[config.mk]
export PLATFORM = sky130hd
export DESIGN_NAME = chan_sel_ctrl
export DESIGN_NICKNAME = d
export VERILOG_FILES = /design/src/rtl/chsel_pkg.sv /design/src/rtl/chsel_sync.sv /design/src/rtl/chsel_debounce.sv /design/src/rtl/chsel_chan_reg.sv /design/src/rtl/chan_sel_ctrl.sv
export SDC_FILE = /design/constraint.sdc
export NUM_CORES = 1
export LEC_CHECK = 0
export BUFFER_PORTS_ARGS = -buffer_cell sky130_fd_sc_hd__buf_4
export CELL_PAD_IN_SITES_DETAIL_PLACEMENT = 0
export CELL_PAD_IN_SITES_GLOBAL_PLACEMENT = 1
export CORE_MARGIN = 1
export CORE_UTILIZATION = 40
export CTS_BUF_LIST = sky130_fd_sc_hd__clkbuf_4 sky130_fd_sc_hd__clkbuf_8
export CTS_CLUSTER_DIAMETER = 80
export DETAILED_ROUTE_END_ITERATION = 6
export PLACE_DENSITY_LB_ADDON = 0.1
export REMOVE_ABC_BUFFERS = 1
export SLEW_MARGIN = 0
export SYNTH_ARGS = -nofsm -noshare
export SYNTH_HDL_FRONTEND = slang
export SYNTH_SLANG_ARGS = --single-unit
[constraint.sdc]
create_clock -name clk_i -period 3.4 [get_ports clk_i]
set_clock_uncertainty 0.15 [all_clocks]
set_input_delay 0.34 -clock clk_i [delete_from_list [all_inputs] [get_ports clk_i]]
set_output_delay 0.34 -clock clk_i [all_outputs]
set_load 0.01 [all_outputs]
[src/rtl/chsel_pkg.sv]
package chsel_pkg;
  localparam int CH_W    = 6;
  localparam int DIV_W   = 9;
  localparam int SEG_W   = 7;
  localparam int CH_LO   = 1;
  localparam int CH_HI   = 40;
  localparam int CH_RST  = 9;

  typedef logic [CH_W-1:0]  chan_t;
  typedef logic [DIV_W-1:0] div_t;
  typedef logic [SEG_W-1:0] seg_t;

  // Divider ratio for a channel: 10 kHz raster with plan gaps.
  function automatic div_t chan_to_div(input chan_t ch);
    int c;
    int n;
    c = int'(ch);
    if (c <= 22)      n = 225 + c + c / 4;
    else if (c == 23) n = 255;
    else if (c <= 25) n = 229 + c;
    else              n = 230 + c;
    return DIV_W'(n);
  endfunction

  // Active-high segments, bit0 = a .. bit6 = g.
  function automatic seg_t digit_to_seg(input logic [3:0] d);
    case (d)
      4'd0:    return 7'h3F;
      4'd1:    return 7'h06;
      4'd2:    return 7'h5B;
      4'd3:    return 7'h4F;
      4'd4:    return 7'h66;
      4'd5:    return 7'h6D;
      4'd6:    return 7'h7D;
      4'd7:    return 7'h07;
      4'd8:    return 7'h7F;
      4'd9:    return 7'h6F;
      default: return 7'h00;
    endcase
  endfunction
endpackage

[src/rtl/chsel_sync.sv]
module chsel_sync #(
  parameter int WIDTH = 1
) (
  input  logic             clk_i,
  input  logic             rst_ni,
  input  logic [WIDTH-1:0] d_i,
  output logic [WIDTH-1:0] q_o
);
  logic [WIDTH-1:0] meta_q;
  logic [WIDTH-1:0] sync_q;

  always_ff @(posedge clk_i or negedge rst_ni) begin
    if (!rst_ni) begin
      meta_q <= '0;
      sync_q <= '0;
    end else begin
      meta_q <= d_i;
      sync_q <= meta_q;
    end
  end

  assign q_o = sync_q;
endmodule

[src/rtl/chsel_debounce.sv]
module chsel_debounce #(
  parameter int DEB_CYCLES = 800_000
) (
  input  logic clk_i,
  input  logic rst_ni,
  input  logic level_i,
  output logic press_o
);
  localparam int CNT_W = (DEB_CYCLES > 1) ? $clog2(DEB_CYCLES) : 1;
  localparam logic [CNT_W-1:0] CNT_LAST = CNT_W'(DEB_CYCLES - 1);

  logic [CNT_W-1:0] cnt_q;
  logic             stable_q;
  logic             stable_d_q;

  always_ff @(posedge clk_i or negedge rst_ni) begin
    if (!rst_ni) begin
      cnt_q      <= '0;
      stable_q   <= 1'b0;
      stable_d_q <= 1'b0;
    end else begin
      stable_d_q <= stable_q;
      if (level_i == stable_q) begin
        cnt_q <= '0;
      end else if (cnt_q == CNT_LAST) begin
        cnt_q    <= '0;
        stable_q <= level_i;
      end else begin
        cnt_q <= cnt_q + 1'b1;
      end
    end
  end

  assign press_o = stable_q & ~stable_d_q;
endmodule

[src/rtl/chsel_chan_reg.sv]
module chsel_chan_reg
  import chsel_pkg::*;
(
  input  logic  clk_i,
  input  logic  rst_ni,
  input  logic  up_i,
  input  logic  dn_i,
  output chan_t chan_o
);
  chan_t chan_q;
  chan_t chan_d;

  always_comb begin
    chan_d = chan_q;
    if (up_i && !dn_i)
      chan_d = (chan_q == CH_W'(CH_HI)) ? CH_W'(CH_LO) : chan_q + 1'b1;
    else if (dn_i && !up_i)
      chan_d = (chan_q == CH_W'(CH_LO)) ? CH_W'(CH_HI) : chan_q - 1'b1;
  end

  always_ff @(posedge clk_i or negedge rst_ni) begin
    if (!rst_ni) chan_q <= CH_W'(CH_RST);
    else         chan_q <= chan_d;
  end

  assign chan_o = chan_q;
endmodule

[src/rtl/chan_sel_ctrl.sv]
module chan_sel_ctrl
  import chsel_pkg::*;
#(
  parameter int DEB_CYCLES = 800_000
) (
  input  logic             clk_i,
  input  logic             rst_ni,
  input  logic             cw_raw_i,
  input  logic             ccw_raw_i,
  input  logic             ptt_i,
  input  logic             lock_i,
  output logic [SEG_W-1:0] seg_tens_o,
  output logic [SEG_W-1:0] seg_ones_o,
  output logic [DIV_W-1:0] div_ratio_o,
  output logic             tx_en_o,
  output logic             rx_aud_en_o
);
  localparam int N_STEP = 2;
  localparam chan_t RST_CH = CH_W'(CH_RST);

  logic [3:0]        sync_s;
  logic [N_STEP-1:0] raw_step;
  logic [N_STEP-1:0] press;
  logic              step_up;
  logic              step_dn;
  logic              ptt_s;
  logic              lock_s;
  chan_t             chan_q;

  chsel_sync #(.WIDTH(4)) u_sync (
    .clk_i  (clk_i),
    .rst_ni (rst_ni),
    .d_i    ({lock_i, ptt_i, ccw_raw_i, cw_raw_i}),
    .q_o    (sync_s)
  );

  assign raw_step = sync_s[1:0];
  assign ptt_s    = sync_s[2];
  assign lock_s   = sync_s[3];

  for (genvar i = 0; i < N_STEP; i++) begin : g_deb
    chsel_debounce #(.DEB_CYCLES(DEB_CYCLES)) u_deb (
      .clk_i   (clk_i),
      .rst_ni  (rst_ni),
      .level_i (raw_step[i]),
      .press_o (press[i])
    );
  end

  assign step_up = press[0];
  assign step_dn = press[1];

  chsel_chan_reg u_chan (
    .clk_i  (clk_i),
    .rst_ni (rst_ni),
    .up_i   (step_up),
    .dn_i   (step_dn),
    .chan_o (chan_q)
  );

  // Display and divider registers load from the same channel value.
  always_ff @(posedge clk_i or negedge rst_ni) begin
    if (!rst_ni) begin
      div_ratio_o <= chan_to_div(RST_CH);
      seg_tens_o  <= digit_to_seg(4'(RST_CH / 6'd10));
      seg_ones_o  <= digit_to_seg(4'(RST_CH % 6'd10));
      tx_en_o     <= 1'b0;
      rx_aud_en_o <= 1'b0;
    end else begin
      div_ratio_o <= chan_to_div(chan_q);
      seg_tens_o  <= digit_to_seg(4'(chan_q / 6'd10));
      seg_ones_o  <= digit_to_seg(4'(chan_q % 6'd10));
      tx_en_o     <= lock_s & ptt_s;
      rx_aud_en_o <= lock_s;
    end
  end
endmodule

==> results.cfg, run 1 <==
[worst_setup_path]
required_ns = 3.55
r2r_start = u_chan.chan_o[2]
cpMaxStageDelayCell = dfrtp_1
cp.arrival_ns = 3.23
rr_endpoint = seg_ones_o[3]
cp_slowest_stage_delay_ns = 0.41
cp_max_fo = 8
cp_num_buf_inv = 2
r2r.worst_path.cells = 11
end_kind = register
r2r_slack_ns = 0.31
path_cells = inv_1 -> ha_1 -> and2b_1 -> or3_4 -> and2_4 -> o22ai_4 -> nand2b_2 -> o2bb2ai_1 -> inv_1 -> ha_1 -> o211a_1
path_delay_family = simple AND/OR/NAND/NOR gates
worstSetupPathType = reg -> reg
start_kind = register

[synthesis]
synth_flop_cell = dfrtp_1
synth_simple_gate_area_frac = 0.180
yosys_warnings = 0
ys_types = 66
async_flop_share = 1.00
synth_top_family_by_area = simple AND/OR/NAND/NOR gates
yosys.area_share.xor_xnor = 0.0848
syn_area_per_cell_um2 = 10.1
syn_inst = 449
synth_fa_ha_area_frac = 0.0897
synth_edf_count = 0
syn_area_mm2 = 0.00455
synth_seq_cells = 83
ys_seq_area_frac = 0.462
synth-compound-area-share = 0.136
muxShareOfSynthArea = 0.0184

[detailed_routing]
num_vias = 3263
routedWlPerCell_um = 14.4
ant_nets = 0
drt-total-wl_um = 9120
via_per_inst = 5.15
dr.pass1.iters = 4
drtIter0Drc = 113
post-route-drc-count = 0

[global_routing]
grt_util_all_layers = 0.168
busiest_layer = met2
antenna_found_initial = 0
grt_pass1_wl_um = 15200
first_global_vias = 3166
grtUsageMet3 = 0.0484
grt_max_degree = 84
met1_usage = 0.219
overflow = 0
use_met2 = 0.267

[sta]
fmax_ghz = 0.324
hold_violations = 0
setup_viol = 0
tns_ns = 0
drv_slew = 0
period_share = 0.908
timing.hold.ws_ns = 0.000497
min_period_ns = 3.09
tightest_slew_ns = 1.06
slew_headroom = 0.296
rsz0062_at_grt = no

[clocking]
cts_tree = yes
clockBufferDepth = 2
clock-sinks = 83
cts_buffers = 9
clk_pin_slew_worst_paths_ns = 0.08
cts_resized = 0
htreeDepth = 3
clkLatencyLatePin_ns = 0.36
ctsRootBufferMaster = clkbuf_8

[finish]
drive_gt1_frac = 0.192
multi_input_area_mm2 = 0.00231
diodes = 0
final_nets = 529
fillCellCount = 1045
areaGrowthSynthToFinish_pct = 14.4
seqCellArea_mm2 = 0.00210

[worst_hold_path]
holdCritPathClass = in -> async

[placement]
gp_congestion = 0.874
portBuffers = 30
place_hpwl_um = 6200

[pwr]
leakagePower_uw = 0.00236
irDropWorstVdd_v = 0.000226
p_per_area_mw_per_mm2 = 348

[floorplan]
initial_core_util = 0.416
num_rows = 38
core_mm2 = 0.0109
fp.dieW_um = 109
dieArea_mm2 = 0.0118
die_y_um = 109
pin_count = 31

[run]
maxCapViolations = 0

[status]
run_status = finished clean
[per-layer routing]
layer / vias to the layer above / routed length, um
met5: - / 0
met4: 0 / 157
met3: 12 / 303
met2: 46 / 4250
met1: 1559 / 4410
li1: 1646 / -
[metrics by stage]
stage	util	total power, uW	instance area [um2]	cells	setup WS [ns]
after floorplan	-	1040	4480	435	0.190
after global placement	0.453	1080	4960	616	0.363
after detailed placement	0.453	1080	4960	616	0.304
after CTS	0.476	1850	5200	634	0.296
after global routing	0.476	1900	5200	634	0.00696
final	0.476	1810	5200	634	0.314
[cell families (layout without fill, tap and decap cells)]
| group | after synthesis | after routing |
|---|---|---|
| AO/OA/AOI/OAI | 85 | 85 |
| XOR/XNOR | 44 | 44 |
| adder cells (fa/ha/maj) | 32 | 32 |
| buffers and inverters | 30 | 75 |
| flip-flops | 83 | 83 |
| multiplexers | 8 | 8 |
| AND/OR/NAND/NOR | 167 | 167 |
[state kept, by name (all words and copies together), names as in the netlist]
| register | flops |
|---|---|
| u_sync.q_o | 4 |
| g_deb.u_deb.stable_q | 2 |
| g_deb.u_deb.cnt_q | 40 |
| seg_tens_o | 7 |
| rx_aud_en_o | 1 |
| u_chan.chan_o | 6 |
| seg_ones_o | 7 |
| tx_en_o | 1 |
| u_sync.meta_q | 4 |
| g_deb.u_deb.stable_d_q | 2 |
| div_ratio_o | 9 |
[worst reg2reg max path, cell delays in order, from the launching register on]
cell	delay, ns
dfrtp_1	0.41
inv_1	0.22
ha_1	0.22
and2b_1	0.21
or3_4	0.38
and2_4	0.17
o22ai_4	0.26
nand2b_2	0.20
o2bb2ai_1	0.18
inv_1	0.13
ha_1	0.28
o211a_1	0.22
[repair_timing]
action                                 4_1_cts  5_1_grt
hold buffers                                 4        0
buffers inserted                             0        0
endpoints found under the hold margin        4        0
[cells in the mapped netlist (4+ instances only)]
master | n | area (um2)
a21o_1 | 5 | 37.5
a21oi_1 | 21 | 105
a22oi_1 | 4 | 30.0
a31oi_1 | 5 | 31.3
and3_1 | 7 | 43.8
clkbuf_1 | 10 | 37.5
dfrtp_1 | 64 | 1600
dfstp_2 | 19 | 499
ha_1 | 31 | 388
inv_1 | 15 | 56.3
mux2i_1 | 5 | 50.1
nand2_1 | 29 | 109
nand2b_1 | 5 | 31.3
nand3_1 | 26 | 130
nand4_1 | 7 | 43.8
nor2_1 | 65 | 244
nor3_1 | 6 | 30.0
o21ai_0 | 10 | 50.1
xnor2_1 | 18 | 158
xor2_1 | 26 | 228
[cells in the final DEF, fill, tap and decap left out, types with 5 or more instances in the layout]
cell,instances
a31oi_1,5
inv_1,15
xor2_1,26
a21oi_1,21
nand2b_1,5
nor2_1,65
and3_1,7
o21ai_0,10
buf_4,41
nand2_1,29
mux2i_1,5
nand4_1,7
xnor2_1,18
clkbuf_8,9
dfstp_2,19
a21o_1,5
ha_1,31
nor3_1,6
nand3_1,26
dfrtp_1,64
[area by class of cell]
class	count	area share
repair buffers	45	0.0669
well taps	140	0.0337
inverters	16	0.0115
clock buffers	9	0.0238
clock inverters	5	0.0154
flip-flops and latches	83	0.404
multi-input cells	336	0.445
[worst max path at each step]
stage                                 from             to  slack [ns]  cells past startpoint
after floorplan           u_chan.chan_o[2]  seg_ones_o[3]        0.19                     11
after global placement    u_chan.chan_o[2]  seg_ones_o[3]        0.36                     11
after detailed placement  u_chan.chan_o[2]  seg_ones_o[3]        0.30                     11
after CTS                 u_chan.chan_o[2]  seg_ones_o[3]        0.30                     11
after global routing      u_chan.chan_o[2]  seg_ones_o[3]       0.007                     11
final                     u_chan.chan_o[2]  seg_ones_o[3]        0.31                     11
[report_power, final]
part / internal, uW / switching, uW
clock: 404 / 349
sequential: 999 / 10.1
combinational: 15.8 / 33.9
total: 1420 / 393
No activity file was read; power rests on OpenSTA's default activity.
==> inputs of run 2 (changes only) <==
--- a/config.mk
+++ b/config.mk
@@ -5,6 +5,7 @@
 export SDC_FILE = /design/constraint.sdc
 export NUM_CORES = 1
 export LEC_CHECK = 0
+export ABC_AREA = 1
 export BUFFER_PORTS_ARGS = -buffer_cell sky130_fd_sc_hd__buf_4
 export CELL_PAD_IN_SITES_DETAIL_PLACEMENT = 0
 export CELL_PAD_IN_SITES_GLOBAL_PLACEMENT = 1
==> run 2 against run 1 <==
Net effect: global-route usage up 0.47 points; sequential power about the same; utilization increased by 0.13 points; combinational power grew 10%; sequential share of layout area shrank 2.0 points; design area increased by 5.1%; flip-flop and latch count is the same; routed wire length grew 7.1%; synthesized area rose by 3.7%; register-to-register slack better by 0.03 ns; largest power group unchanged; worst hold slack improved by 0.21 ns; power rose by 10%; critical endpoint unchanged.
==> results.cfg, run 2 <==
[floorplan]
initial_core_util = 0.411
core_mm2 = 0.0115
die_y_um = 111
num_rows = 39
pin_count = 31
dieArea_mm2 = 0.0122
fp.dieW_um = 111

[detailed_routing]
routedWlPerCell_um = 13.1
via_per_inst = 4.99
drt-total-wl_um = 9770
dr.pass1.iters = 5
ant_nets = 0
drtIter0Drc = 146
post-route-drc-count = 0
num_vias = 3716

[finish]
seqCellArea_mm2 = 0.00210
areaGrowthSynthToFinish_pct = 16.0
drive_gt1_frac = 0.188
diodes = 0
finalNonFillerCells = 745
reg_top3 = g_deb.u_deb.cnt_q x40, div_ratio_o x9
final_common_cell = nand2_1
largest-register = g_deb.u_deb.cnt_q
fillCellCount = 1109
largest_reg_flops = 40
multi_input_area_mm2 = 0.00232
final_nets = 635
mostFrequentLayoutCells = nand2_1, dfrtp_1, nor2_1

[placement]
portBuffers = 30
placed_cells = 724
gp_congestion = 0.892
pre_cts_slack_ns = 0.378
place_hpwl_um = 7230

[synthesis]
synth.top_cell.area_share = 0.340
synth_simple_gate_area_frac = 0.266
yosys.area_share.xor_xnor = 0.0427
synth_seq_cells = 83
synth_fa_ha_area_frac = 0.0865
synth_edf_count = 0
yosysMostFrequentCell = nand2_1
synth_top_family_by_area = simple AND/OR/NAND/NOR gates
syn_area_mm2 = 0.00471
synth-compound-area-share = 0.0945
synth_area_leaders = dfrtp_1, dfstp_2, ha_1
synth_flop_cell = dfrtp_1
ys_seq_area_frac = 0.446
ys_types = 46
netlist.top_cell.by_area = dfrtp_1
async_flop_share = 1.00
muxShareOfSynthArea = 0.00239
syn_area_per_cell_um2 = 8.60
syn_inst = 548
synth_top_cells_by_count = nand2_1, dfrtp_1, nor2_1
yosys_warnings = 0

[sta]
hold_violations = 0
setup_viol = 0
tns_ns = 0
rsz0062_at_grt = no
fmax_ghz = 0.327
tightest_slew_ns = 1.16
min_period_ns = 3.06
drv_slew = 0
period_share = 0.900
slew_headroom = 0.217
setup_slack_ns = 0.340

[clocking]
cts_tree = yes
ctsRootBufferMaster = clkbuf_8
clk_pin_slew_worst_paths_ns = 0.09
clkLatencyLatePin_ns = 0.36
htreeDepth = 3
clockBufferDepth = 2
clock-sinks = 83
cts_buffers = 9
cts_resized = 0

[worst_hold_path]
holdCritPathClass = reg -> reg
hold_depth = 0
min_to = u_sync.q_o[2]
holdCritStartpoint = u_sync.meta_q[2]

[worst_setup_path]
cp.arrival_ns = 3.21
worstSetupPathType = reg -> reg
r2r.worst_path.cells = 19
start_kind = register
end_kind = register
r2r_start = u_chan.chan_o[3]
r2r_slack_ns = 0.34
rr_endpoint = seg_ones_o[3]
required_ns = 3.55
cp_max_fo = 16

[global_routing]
grt_pass1_wl_um = 17200
overflow = 0
grt_max_degree = 45
grt_util_all_layers = 0.173
antenna_found_initial = 0
first_global_vias = 3600

[pwr]
leakagePower_uw = 0.00259
p_per_area_mw_per_mm2 = 366
p_total_uw = 2000
irDropWorstVdd_v = 0.000365

[run]
maxCapViolations = 0

[status]
run_status = finished clean
-- run 2: logic make-up after synthesis --
logic type	count (synthesis)
xor gates and xnor gates	23
DFF	83
AOI/OAI and AO/OA	74
adders and majority gates	32
and+or+nand+nor	262
buffers and inverters	73
muxes	1
-- run 2: critical path: stages, from the launching register on --
cell	delay, ns
dfstp_2	0.76
inv_4	0.11
ha_1	0.35
o21ai_4	0.19
nand2_2	0.11
a21oi_1	0.16
nand2_1	0.07
nand2_1	0.08
inv_2	0.07
nand2_4	0.09
nand2_2	0.05
nand2_2	0.12
inv_1	0.10
ha_1	0.29
inv_1	0.06
nand3_1	0.06
nand2_1	0.06
inv_1	0.03
nand2_1	0.04
nand2_1	0.04
-- run 2: worst max-delay path by stage --
| stage | from | to | slack, ns | cells past startpoint |
|---|---|---|---|---|
| after floorplan | u_chan.chan_o[1] | seg_ones_o[3] | 0.49 | 23 |
| after global routing | u_chan.chan_o[3] | seg_ones_o[3] | 0.10 | 19 |
| after CTS | u_chan.chan_o[3] | seg_ones_o[3] | 0.36 | 19 |
| final | u_chan.chan_o[3] | seg_ones_o[3] | 0.34 | 19 |
| after detailed placement | u_chan.chan_o[3] | seg_ones_o[3] | 0.38 | 19 |
| after global placement | u_chan.chan_o[3] | seg_ones_o[3] | 0.43 | 19 |
-- run 2: metal layers --
layer	global-route usage	wire (um)	vias up
met3	0.0252	295	13
met4	0.0720	192	0
met2	0.274	4540	60
li1	-	-	1901
met1	0.237	4740	1742
met5	0	0	-
-- run 2: final cells by class --
cell class | count | share of cell area
Multi-Input combinational cell | 392 | 0.424
Clock buffer | 10 | 0.0240
Inverter | 66 | 0.0462
Timing Repair Buffer | 45 | 0.0640
Clock inverter | 6 | 0.0249
Sequential cell | 83 | 0.384
Tap cell | 143 | 0.0327
-- run 2: metrics by stage --
stage,hold WS (ns),util,instance area (um2)
2_1_floorplan,-0.106,-,4670
3_3_place_gp,0.190,0.449,5150
3_5_place_dp,0.187,0.449,5150
4_1_cts,0.217,0.477,5470
5_1_grt,0.225,0.477,5470
6_report,0.211,0.477,5470
-- run 2: report_power, final --
part / internal (uW) / switching, uW
Sequential: 999 / 6.12
Combinational: 19.1 / 35.6
Clock: 573 / 368
-- run 2: what timing repair did --
| item | in CTS | in global routing |
|---|---|---|
| hold buffers | 5 | 0 |
| endpoints found under the hold margin | 34 | 0 |
| buffers inserted | 0 | 0 |
==> inputs of run 3 (changes only) <==
--- a/config.mk
+++ b/config.mk
@@ -10,7 +10,7 @@
 export CELL_PAD_IN_SITES_DETAIL_PLACEMENT = 0
 export CELL_PAD_IN_SITES_GLOBAL_PLACEMENT = 1
 export CORE_MARGIN = 1
-export CORE_UTILIZATION = 40
+export CORE_UTILIZATION = 31
 export CTS_BUF_LIST = sky130_fd_sc_hd__clkbuf_4 sky130_fd_sc_hd__clkbuf_8
 export CTS_CLUSTER_DIAMETER = 80
 export DETAILED_ROUTE_END_ITERATION = 6
==> run 3 against run 2 <==
Net effect: the run now ends with negative hold slack left; design area up 0.57%; first-iteration DRC count up 25%; routed wire length up 4.1%; sequential share of layout area down 0.22 points; global-route usage down 3.1 points; utilization down 10 points; power down 3.5%; combinational power down 3%; register-to-register slack about the same; worst hold slack worse by 0.22 ns; fmax down 0.26%.
==> results.cfg, run 3 (synthesis results as in run 2) <==
[sta]
rsz0062_at_grt = no
min_period_ns = 3.07
setup_viol = 0
hold_violations = 18
setup_slack_ns = 0.332
timing.hold.ws_ns = -0.0132
tns_ns = 0
slew_headroom = 0.313
tightest_slew_ns = 1.02
drv_slew = 0
fmax_ghz = 0.326
period_share = 0.902

[finish]
final_nets = 635
drive_gt1_frac = 0.189
mostFrequentLayoutCells = nand2_1, dfrtp_1, nor2_1
diodes = 0
final_common_cell = nand2_1
largest_reg_flops = 40
areaGrowthSynthToFinish_pct = 16.7
finalNonFillerCells = 786
largest-register = g_deb.u_deb.cnt_q
reg_top3 = g_deb.u_deb.cnt_q x40, div_ratio_o x9
fillCellCount = 1488

[worst_setup_path]
start_kind = register
cp_max_fo = 16
cp.arrival_ns = 3.20
end_kind = register
worstSetupPathType = reg -> reg
required_ns = 3.53

[global_routing]
grt_pass1_wl_um = 18100
antenna_found_initial = 0
grt_max_degree = 76
first_global_vias = 3732
overflow = 0
grt_util_all_layers = 0.142

[pwr]
p_per_area_mw_per_mm2 = 351
irDropWorstVdd_v = 0.000155
p_total_uw = 1930
leakagePower_uw = 0.00259

[detailed_routing]
drtIter0Drc = 182
dr.pass1.iters = 6
post-route-drc-count = 0
drt-total-wl_um = 10200
num_vias = 3693
via_per_inst = 4.70
ant_nets = 0
routedWlPerCell_um = 12.9

[clocking]
clk_pin_slew_worst_paths_ns = 0.09
clkLatencyLatePin_ns = 0.35
ctsRootBufferMaster = clkbuf_8
htreeDepth = 3
clockBufferDepth = 2
cts_buffers = 9
clock-sinks = 83
cts_tree = yes
post_cts_buffers = 0

[worst_hold_path]
holdCritPathClass = in -> async

[placement]
place_hpwl_um = 7520
gp_congestion = 0.776
pre_cts_slack_ns = 0.352
portBuffers = 30
placed_cells = 766

[floorplan]
num_rows = 44
initial_core_util = 0.321
core_mm2 = 0.0147
fp.dieW_um = 125
dieArea_mm2 = 0.0157
pin_count = 31
die_y_um = 125

[status]
run_status = finished, violations left
violations = negative hold slack

[run]
maxCapViolations = 0
==> run 3: worst max-delay path: stages (launching register included) <==
cell	delay [ns]
dfstp_2	0.77
inv_4	0.11
ha_1	0.35
o21ai_4	0.19
nand2_2	0.11
nand2_4	0.12
nand2_1	0.09
nand3_2	0.08
nand2_4	0.07
nand2_4	0.11
nand2_2	0.06
nand2_2	0.11
inv_1	0.11
ha_1	0.27
inv_1	0.06
nand3_1	0.06
nand2_1	0.06
inv_1	0.03
nand2_1	0.04
nand2_1	0.05
==> run 3: cell type report <==
type	instances	area (um2)	share of cell area
multi-input combinational	392	2320	0.422
sequential	83	2100	0.382
timing repair buffer	45	348	0.0632
inverter	66	253	0.0459
tap	184	230	0.0418
clock buffer	10	138	0.0250
clock inverter	6	113	0.0205
==> run 3: where the power goes <==
group | leakage [uW] | internal (uW) | switching, uW
sequential | 0.00106 | 999 | 6.11
combinational | 0.00141 | 17.4 | 35.8
clock | 0.000126 | 509 | 362
total | 0.00259 | 1530 | 404
==> run 3: per-stage QoR <==
stage	utilization	cell area [um2]
2_1_floorplan	-	4670
3_3_place_gp	0.355	5210
3_5_place_dp	0.355	5210
4_1_cts	0.374	5500
5_1_grt	0.374	5500
6_report	0.374	5500
==> run 3: worst paths after layout <==
kind,cells after the start,to,slack (ns),start
max in group asynchronous,2,seg_tens_o[2],2.32,rst_ni
min reg2reg,0,u_sync.q_o[2],0.20,u_sync.meta_q[2]
min in group clk_i,0,u_sync.q_o[2],0.20,u_sync.meta_q[2]
max,19,seg_ones_o[3],0.33,u_chan.chan_o[3]
max reg2reg,19,seg_ones_o[3],0.33,u_chan.chan_o[3]
min,1,g_deb[0].u_deb.cnt_q[12],-0.01,rst_ni
==> run 3: routing by layer <==
| layer | share of wire | global-route usage | vias up | wire [um] |
|---|---|---|---|---|
| met5 | 0 | 0 | - | 0 |
| met4 | 0.015 | 0.0538 | 0 | 149 |
| met3 | 0.016 | 0.0205 | 12 | 161 |
| met2 | 0.47 | 0.234 | 26 | 4780 |
| met1 | 0.50 | 0.190 | 1759 | 5080 |
| li1 | - | - | 1896 | - |
==> run 3: timing repair <==
| action | 4_1_cts | 5_1_grt |
|---|---|---|
| endpoints found under the hold margin | 4 | 0 |
| hold buffers | 4 | 0 |
| resized for setup | 0 | 0 |
